**config.mk**
```make
export PLATFORM = sky130hd
export DESIGN_NAME = lcd_mux_blink
export DESIGN_NICKNAME = d
export VERILOG_FILES = /design/src/rtl/lcd_mux_pkg.sv /design/src/rtl/lcd_com_seq.sv /design/src/rtl/lcd_frame_mem.sv /design/src/rtl/lcd_blink_gen.sv /design/src/rtl/lcd_mux_blink.sv
export SDC_FILE = /design/constraint.sdc
export NUM_CORES = 1
export LEC_CHECK = 0
export BUFFER_PORTS_ARGS = -buffer_cell sky130_fd_sc_hd__buf_2
export CORE_UTILIZATION = 49
export CTS_BUF_LIST = sky130_fd_sc_hd__clkbuf_4 sky130_fd_sc_hd__clkbuf_8 sky130_fd_sc_hd__clkbuf_16
export DETAILED_ROUTE_END_ITERATION = 7
export PLACE_DENSITY = 0.64
export SYNTH_ARGS = -nofsm -noshare
export SYNTH_HDL_FRONTEND = slang
export SYNTH_SLANG_ARGS = --single-unit
```
**constraint.sdc**
```tcl
create_clock -name clk -period 2.87 [get_ports clk]
set_input_delay 0.4305 -clock clk [delete_from_list [all_inputs] [get_ports clk]]
set_output_delay 0.4305 -clock clk [all_outputs]
set_load 0.05 [all_outputs]
```
**src/rtl/lcd_mux_pkg.sv**
```systemverilog
package lcd_mux_pkg;
  typedef enum logic {
    RATE_FAST = 1'b0,
    RATE_SLOW = 1'b1
  } blink_rate_e;

  typedef enum logic {
    BLINK_SHOW = 1'b0,
    BLINK_HIDE = 1'b1
  } blink_half_e;
endpackage

```
**src/rtl/lcd_com_seq.sv**
```systemverilog
module lcd_com_seq #(
  parameter int NUM_COM = 4,
  parameter int COM_W   = 2
) (
  input  logic               clk,
  input  logic               rst_n,
  input  logic               frame_tick,
  input  logic               short_frame,
  output logic [COM_W-1:0]   com_idx,
  output logic [NUM_COM-1:0] com_onehot
);
  localparam logic [COM_W-1:0] LAST_FULL  = COM_W'(NUM_COM - 1);
  localparam logic [COM_W-1:0] LAST_SHORT = COM_W'(NUM_COM - 2);

  logic [COM_W-1:0] phase_q, phase_d;
  logic [COM_W-1:0] last_phase;

  always_comb begin
    last_phase = short_frame ? LAST_SHORT : LAST_FULL;
    phase_d    = phase_q;
    if (frame_tick) begin
      if (phase_q >= last_phase) phase_d = '0;
      else                       phase_d = phase_q + COM_W'(1);
    end
  end

  always_ff @(posedge clk or negedge rst_n) begin
    if (!rst_n)          phase_q <= '0;
    else if (frame_tick) phase_q <= phase_d;
  end

  assign com_idx = phase_q;

  for (genvar c = 0; c < NUM_COM; c++) begin : g_onehot
    assign com_onehot[c] = (phase_q == COM_W'(c));
  end
endmodule

```
**src/rtl/lcd_frame_mem.sv**
```systemverilog
module lcd_frame_mem #(
  parameter int NUM_SEG = 35,
  parameter int NUM_COM = 4,
  parameter int COM_W   = 2,
  parameter int ADDR_W  = 6
) (
  input  logic               clk,
  input  logic               rst_n,
  input  logic               wr_en,
  input  logic [ADDR_W-1:0]  wr_addr,
  input  logic [NUM_COM-1:0] wr_data,
  input  logic [COM_W-1:0]   com_sel,
  output logic [NUM_SEG-1:0] seg_raw
);
  for (genvar s = 0; s < NUM_SEG; s++) begin : g_word
    logic [NUM_COM-1:0] word_q, word_d;
    logic               hit;

    always_comb begin
      hit    = wr_en && (wr_addr == ADDR_W'(s));
      word_d = hit ? wr_data : word_q;
    end

    always_ff @(posedge clk or negedge rst_n) begin
      if (!rst_n)   word_q <= '0;
      else if (hit) word_q <= word_d;
    end

    assign seg_raw[s] = word_q[com_sel];
  end
endmodule

```
**src/rtl/lcd_blink_gen.sv**
```systemverilog
module lcd_blink_gen
  import lcd_mux_pkg::*;
#(
  parameter int HALF_FAST = 2
) (
  input  logic        clk,
  input  logic        rst_n,
  input  logic        blink_tick,
  input  blink_rate_e rate,
  output blink_half_e half
);
  localparam int HALF_SLOW = 2 * HALF_FAST;
  localparam int CNT_W     = (HALF_SLOW > 1) ? $clog2(HALF_SLOW) : 1;
  localparam logic [CNT_W-1:0] LIM_FAST = CNT_W'(HALF_FAST - 1);
  localparam logic [CNT_W-1:0] LIM_SLOW = CNT_W'(HALF_SLOW - 1);

  logic [CNT_W-1:0] cnt_q, cnt_d, limit;
  blink_half_e      half_q, half_d;

  always_comb begin
    limit  = (rate == RATE_SLOW) ? LIM_SLOW : LIM_FAST;
    cnt_d  = cnt_q;
    half_d = half_q;
    if (blink_tick) begin
      if (cnt_q >= limit) begin
        cnt_d  = '0;
        half_d = (half_q == BLINK_SHOW) ? BLINK_HIDE : BLINK_SHOW;
      end else begin
        cnt_d = cnt_q + CNT_W'(1);
      end
    end
  end

  always_ff @(posedge clk or negedge rst_n) begin
    if (!rst_n) begin
      cnt_q  <= '0;
      half_q <= BLINK_SHOW;
    end else if (blink_tick) begin
      cnt_q  <= cnt_d;
      half_q <= half_d;
    end
  end

  assign half = half_q;
endmodule

```
**src/rtl/lcd_mux_blink.sv**
```systemverilog
module lcd_mux_blink
  import lcd_mux_pkg::*;
#(
  parameter int NUM_SEG     = 35,
  parameter int NUM_COM     = 4,
  parameter int BLINK_SEG_A = 18,
  parameter int BLINK_SEG_B = 19,
  parameter int HALF_FAST   = 2,
  localparam int COM_W      = $clog2(NUM_COM),
  localparam int ADDR_W     = $clog2(NUM_SEG)
) (
  input  logic               clk,
  input  logic               rst_n,
  input  logic               frame_tick,
  input  logic               blink_tick,
  input  logic               duty3,
  input  logic               blink_slow,
  input  logic               wr_en,
  input  logic [ADDR_W-1:0]  wr_addr,
  input  logic [NUM_COM-1:0] wr_data,
  input  logic [NUM_COM-1:0] blink_mask_a,
  input  logic [NUM_COM-1:0] blink_mask_b,
  output logic [COM_W-1:0]   com_idx,
  output logic [NUM_COM-1:0] com_onehot,
  output logic [NUM_SEG-1:0] seg_out
);
  logic [NUM_SEG-1:0] seg_raw;
  blink_half_e        half;
  blink_rate_e        rate;

  assign rate = blink_slow ? RATE_SLOW : RATE_FAST;

  lcd_com_seq #(
    .NUM_COM (NUM_COM),
    .COM_W   (COM_W)
  ) u_seq (
    .clk        (clk),
    .rst_n      (rst_n),
    .frame_tick (frame_tick),
    .short_frame(duty3),
    .com_idx    (com_idx),
    .com_onehot (com_onehot)
  );

  lcd_frame_mem #(
    .NUM_SEG (NUM_SEG),
    .NUM_COM (NUM_COM),
    .COM_W   (COM_W),
    .ADDR_W  (ADDR_W)
  ) u_mem (
    .clk     (clk),
    .rst_n   (rst_n),
    .wr_en   (wr_en),
    .wr_addr (wr_addr),
    .wr_data (wr_data),
    .com_sel (com_idx),
    .seg_raw (seg_raw)
  );

  lcd_blink_gen #(
    .HALF_FAST (HALF_FAST)
  ) u_blink (
    .clk        (clk),
    .rst_n      (rst_n),
    .blink_tick (blink_tick),
    .rate       (rate),
    .half       (half)
  );

  always_comb begin
    seg_out = seg_raw;
    if (half == BLINK_HIDE) begin
      if (blink_mask_a[com_idx]) seg_out[BLINK_SEG_A] = 1'b0;
      if (blink_mask_b[com_idx]) seg_out[BLINK_SEG_B] = 1'b0;
    end
  end
endmodule

```
# ---- After elaboration in Yosys (flattened, before gate mapping)
# Index checks and enable logic that the tools add are counted.
dict set report totals {
  regBits 145
  latch_bits 0
  mem_bits_rw 0
  romBits 0
  inputBits 25
  out_inout_bits 41
  wordCells 201
  memories 0
}
dict set report op_classes {
  addsub 2
  multipliers 0
  div 0
  magnitude_cmp 3
  eq_ne 37
  shift 0
  mux 83
  n_bitwise 0
  n_reduce_logical 38
}
# cell count
set ops {}
lappend ops {{6-bit by 5-bit equality test with 1-bit output (second input constant)} 16}
lappend ops {{1-bit binary-select mux with 2-bit select} 37}
lappend ops {{6-bit by 4-bit equality test with 1-bit output (second input constant)} 8}
lappend ops {{1-bit 2-to-1 mux} 42}
lappend ops {{1-bit logical AND} 35}
lappend ops {{6-bit by 3-bit equality test with 1-bit output (second input constant)} 4}
lappend ops {{6-bit equality test (second input constant)} 3}
lappend ops {{6-bit by 2-bit equality test with 1-bit output (second input constant)} 2}
lappend ops {{2-bit 2-to-1 mux} 4}
lappend ops {{6-bit by 1-bit equality test with 1-bit output (second input constant)} 1}
lappend ops {{6-bit logical NOT} 1}
lappend ops {{2-bit by 1-bit adder with 2-bit output (second input constant)} 2}
lappend ops {{2-bit equality test (second input constant)} 2}
lappend ops {{2-bit greater-or-equal comparator} 2}
lappend ops {{2-bit by 3-bit less-than comparator with 1-bit output (second input constant)} 1}
lappend ops {{2-bit by 1-bit equality test with 1-bit output (second input constant)} 1}
lappend ops {{2-bit logical NOT} 1}
lappend ops {{2-bit AND reduction} 1}

# ---- Depth between registers and ports, before layout
dict set report depth {
  word_depth 4
  ltp_mapped 7
  depth_no_buf 5
}

# ---- Cells and area by module
# A second synthesis with hierarchy kept.
dict set report unflattened {
  hier_cells 438
  area_unflattened_um2 6751.5
}
# module n_inst cells_per_inst area_each_um2 seq_area_each_um2
set modules_own_cells {}
lappend modules_own_cells {lcd_frame_mem 1 398 6334.8 3503.4}
lappend modules_own_cells {lcd_blink_gen 1 16 177.7 75.1}
lappend modules_own_cells {lcd_com_seq 1 15 161.4 50.0}
lappend modules_own_cells {lcd_mux_blink 1 9 77.6 0.0}

# ---- Least setup slack after synthesis
# Ideal clock, no wire load.
dict set report synth_path {
  path_type {register to output}
  from {reg u_seq.phase_q[0] (netlist: u_seq.com_idx[0])}
  to {out seg_out[16]}
  t_arrival_ns 1.939
  required_time_ns 2.440
  slack_ns 0.500
  path_stages_with_launch 4
  path_buffers 2
  cell_sequence {dfrtp_1 > buf_4 > buf_2 > mux4_2}
}
dict set report synth_via {
  elab_chain_len 2
}
# item line
set synth_rtl {}
lappend synth_rtl {{from (decl)} lcd_com_seq.sv:15} ;# logic [COM_W-1:0] phase_q, phase_d;
lappend synth_rtl {{from (signal assigned)} lcd_com_seq.sv:29} ;# else if (frame_tick) phase_q <= phase_d;
lappend synth_rtl {{1-bit binary-select mux with 2-bit select} lcd_frame_mem.sv:29} ;# assign seg_raw[s] = word_q[com_sel];
lappend synth_rtl {{1-bit 2-to-1 mux (not written as such)} lcd_frame_mem.sv:29}
lappend synth_rtl {{to (decl)} lcd_mux_blink.sv:25} ;# output logic [NUM_SEG-1:0] seg_out
# No other way between the ends. The select of a mux whose other input is x is not followed.

# ---- Worst setup path in the final report
dict set report layout_path {
  from {reg u_seq.phase_q[0] (netlist: u_seq.com_idx[0])}
  to {out seg_out[32]}
}
# The elaborated chain is that of the path after synthesis.

==> impl_metrics.json <==
{
  "drive_above_1_share_pct": 57.1,
  "final_net_count": 533,
  "hold_viol_final": 0,
  "cts-root-to-sink-buffers": 2,
  "worst_ir_drop_vdd_mv": 0.437,
  "worst_slew_pin_slew_ps": 768,
  "worstPathCellList": "buf_12 > mux4_2 > buf_2",
  "grt_overflow": 0,
  "crit_fanout": 25,
  "grt_max_degree": 71,
  "mostFrequentLayoutCell": "dfrtp_1",
  "clkSinkCount": 145,
  "io-pin-count": 66,
  "hold-path-cell-count": 2,
  "ys_dominant_reg_cell": "dfrtp_1",
  "minimum_period_implied_by_the_final_worst_setup_slack_ps": 2290,
  "synthCells": 440,
  "antenna_found_initial": 1,
  "dp_hpwl_um": 8560,
  "area_growth_pct": 16.4,
  "number_of_violations_of_the_max_capacitance_limit": 0,
  "path_buf_inv": 2,
  "outcome": "finished, final reports clean",
  "portion_of_the_clock_cycle_consumed_by_the_worst_path_in_the_final_layout_pct": 79.7,
  "final_max_slew_viol_count": 0,
  "drt-total-wl_um": 13600,
  "chipHeight_um": 120,
  "dieWidth_um": 120,
  "syn_avg_cell_area_um2": 15.5,
  "clk_transition_reported_paths_ps": 60,
  "timing_worst_setup_path_type": "reg2out",
  "clock_skew_ps": 1.74,
  "fp.dieArea_um2": 14400,
  "antenna-diode-count": 0,
  "worstHoldPathType": "in2reg",
  "crit_path_top_delay_cell": "mux4_2",
  "whs_endpoint": "u_seq.com_idx[1]$_DFFE_PN0P_",
  "slowest_delay_ps": 570,
  "grt_pass1_vias": 4178,
  "synth_async_sr_flop_share_pct": 100,
  "synth_sequential_area_ratio_pct": 53.3,
  "power_per_cell_area_nw_per_um2": 882,
  "worstSetupEndpointType": "output pin",
  "routed_via_density": 5.72,
  "num_vias": 3952,
  "gp_congestion": 0.742,
  "cts_made_buffers": 17,
  "reg2reg_to": "u_seq.com_idx[0]$_DFFE_PN0P_",
  "cts.repair.resized": 0,
  "coreArea_um2": 13400,
  "timing.critical_path.required_ps": 2440,
  "crit-reg2reg-launch": "u_seq.com_idx[0]$_DFFE_PN0P_",
  "power_leakage_nw": 3.75,
  "timing.critical_path.max_delay_family": "multiplexers",
  "root_buf_cell": "clkbuf_16",
  "worst_ep_arrival_time_ps": 1860,
  "ant_nets": 0,
  "start_util_pct": 50.8,
  "wirelength_per_cell_um": 19.6,
  "synth.lib_cells_used.distinct": 33,
  "unrepaired_setup_endpoints_after_global_routing": "false",
  "synth_edf_count": 0,
  "nFillCells": 1079,
  "drt_first_iter_violations": 183,
  "route.detailed.drc": 0,
  "synthesis.area_um2": 6800,
  "drt_first_pass_iters": 4,
  "rows": 42,
  "synthesis_stage_register_bit_count": 145,
  "crit_cells": 3,
  "critPathLaunchType": "flop",
  "achievable-frequency_ghz": 0.437,
  "cts_max_level": 4,
  "ys_warn_count": 0,
  "rr_worst_depth": 6,
  "max_slew_margin_pct": 48.8,
  "timing.setup.tns_ps": 0,
  "r2r_slack_ps": 1350,
  "tritoncts_clock_tree": "built",
  "port_buffers": 65,
  "setup_viol_count_final": 0,
  "dpl_cell_area_um2": 7290,
  "grtUsageTotal_pct": 21.0,
  "global_route_wire_length_before_repair_um": 22400,
  "clk_latency_ps": 410,
  "syn_nets": 471,
  "number_of_buffers_inserted_for_hold_repair_after_clock_tree_synthesis": 1,
  "finish.instance_area_um2": 7920,
  "timing.hold.ws_ps": 245,
  "mostFrequentLayoutCells": "dfrtp_1 (144), mux2_2 (140), buf_2 (64), mux4_2 (35), clkbuf_16 (17)",
  "worst_hold_startpoint": "frame_tick",
  "setup_repair_bufs_after_cts": 0
}
[sequential cells by signal (all words and copies together) (netlist names)]
| signal | cells |
|---|---|
| u_seq.com_idx | 2 |
| u_blink.cnt_q | 2 |
| u_mem.g_word.word_q | 140 |
| u_blink.half | 1 |
[Yosys cell counts, types with 2 or more instances]
cell	n	area share, %
ha_1	6	1.1
nand2_1	16	0.88
buf_2	7	0.52
a21oi_1	2	0.15
mux4_2	35	12
inv_1	7	0.39
clkbuf_1	17	0.94
nand4_1	4	0.37
nor2_1	9	0.50
nand3_1	6	0.44
nand3b_1	2	0.22
o21ai_0	2	0.15
buf_4	3	0.33
buf_6	2	0.33
and4bb_2	4	0.74
a21boi_0	8	0.88
nand4b_1	6	0.77
mux2_2	140	23
nor2_2	2	0.18
nor4b_4	3	1.0
o22ai_1	2	0.18
nor2b_1	2	0.18
dfrtp_1	145	53
[through the flow]
| stage | worst slack [ps] | utilization [%] | total power, mW | cells |
|---|---|---|---|---|
| 3_5_place_dp | 927 | 54.4 | 4.82 | 658 |
| 2_1_floorplan | 500 | - | 4.29 | 440 |
| 5_1_grt | 495 | 59.1 | 7.31 | 691 |
| 3_3_place_gp | 962 | 54.4 | 4.77 | 658 |
| 4_1_cts | 533 | 59.1 | 7.09 | 691 |
| 6_report | 582 | 59.1 | 6.98 | 691 |
[worst register-to-register path, cell delays in order (launching register included)]
cell	delay, ps
dfrtp_2	380
buf_4	280
inv_1	140
ha_1	290
inv_1	30
a21oi_1	160
o21ai_0	120
[cell type report]
cell class | count | area (um2) | area share (%)
sequential | 145 | 3630 | 45.8
multi-input combinational | 259 | 3000 | 37.9
clock buffer | 28 | 546 | 6.89
timing repair buffer | 72 | 424 | 5.36
tap | 176 | 220 | 2.78
clock inverter | 4 | 70.1 | 0.885
inverter | 7 | 26.3 | 0.332
[cell families after synthesis]
family	Yosys count	share of synthesized area (%)
compound gates	15	1.47
flops	145	53.3
fa+ha+maj	6	1.10
mux	175	34.8
simple gates	62	6.68
buf+inv	36	2.50
xor+xnor	1	0.129
[worst max-delay path by stage]
stage / end / startpoint / slack [ps]
CTS: seg_out[32] / u_seq.com_idx[0]$_DFFE_PN0P_ / 530
finish: seg_out[32] / u_seq.com_idx[0]$_DFFE_PN0P_ / 580
floorplan: seg_out[16] / u_seq.com_idx[0]$_DFFE_PN0P_ / 500
global route: seg_out[27] / u_seq.com_idx[0]$_DFFE_PN0P_ / 500
detailed placement: u_mem.g_word[14].word_q[0]$_DFFE_PN0P_ / wr_addr[2] / 930
global placement: u_mem.g_word[14].word_q[2]$_DFFE_PN0P_ / wr_addr[2] / 960
[power breakdown]
| group | total, mW | switching, mW | internal [mW] |
|---|---|---|---|
| Combinational | 2.25 | 1.42 | 0.825 |
| Sequential | 2.50 | 0.157 | 2.34 |
| Clock | 2.24 | 0.775 | 1.46 |
[routing by layer]
metal	vias to the layer above	wire [um]	GRT usage, %
met1	2101	6060	27.5
met2	77	6830	34.5
met5	-	10	0
met3	16	481	4.47
met4	2	192	8.05
li1	1756	-	-
Note: power is estimated with default switching activity, not from simulation.
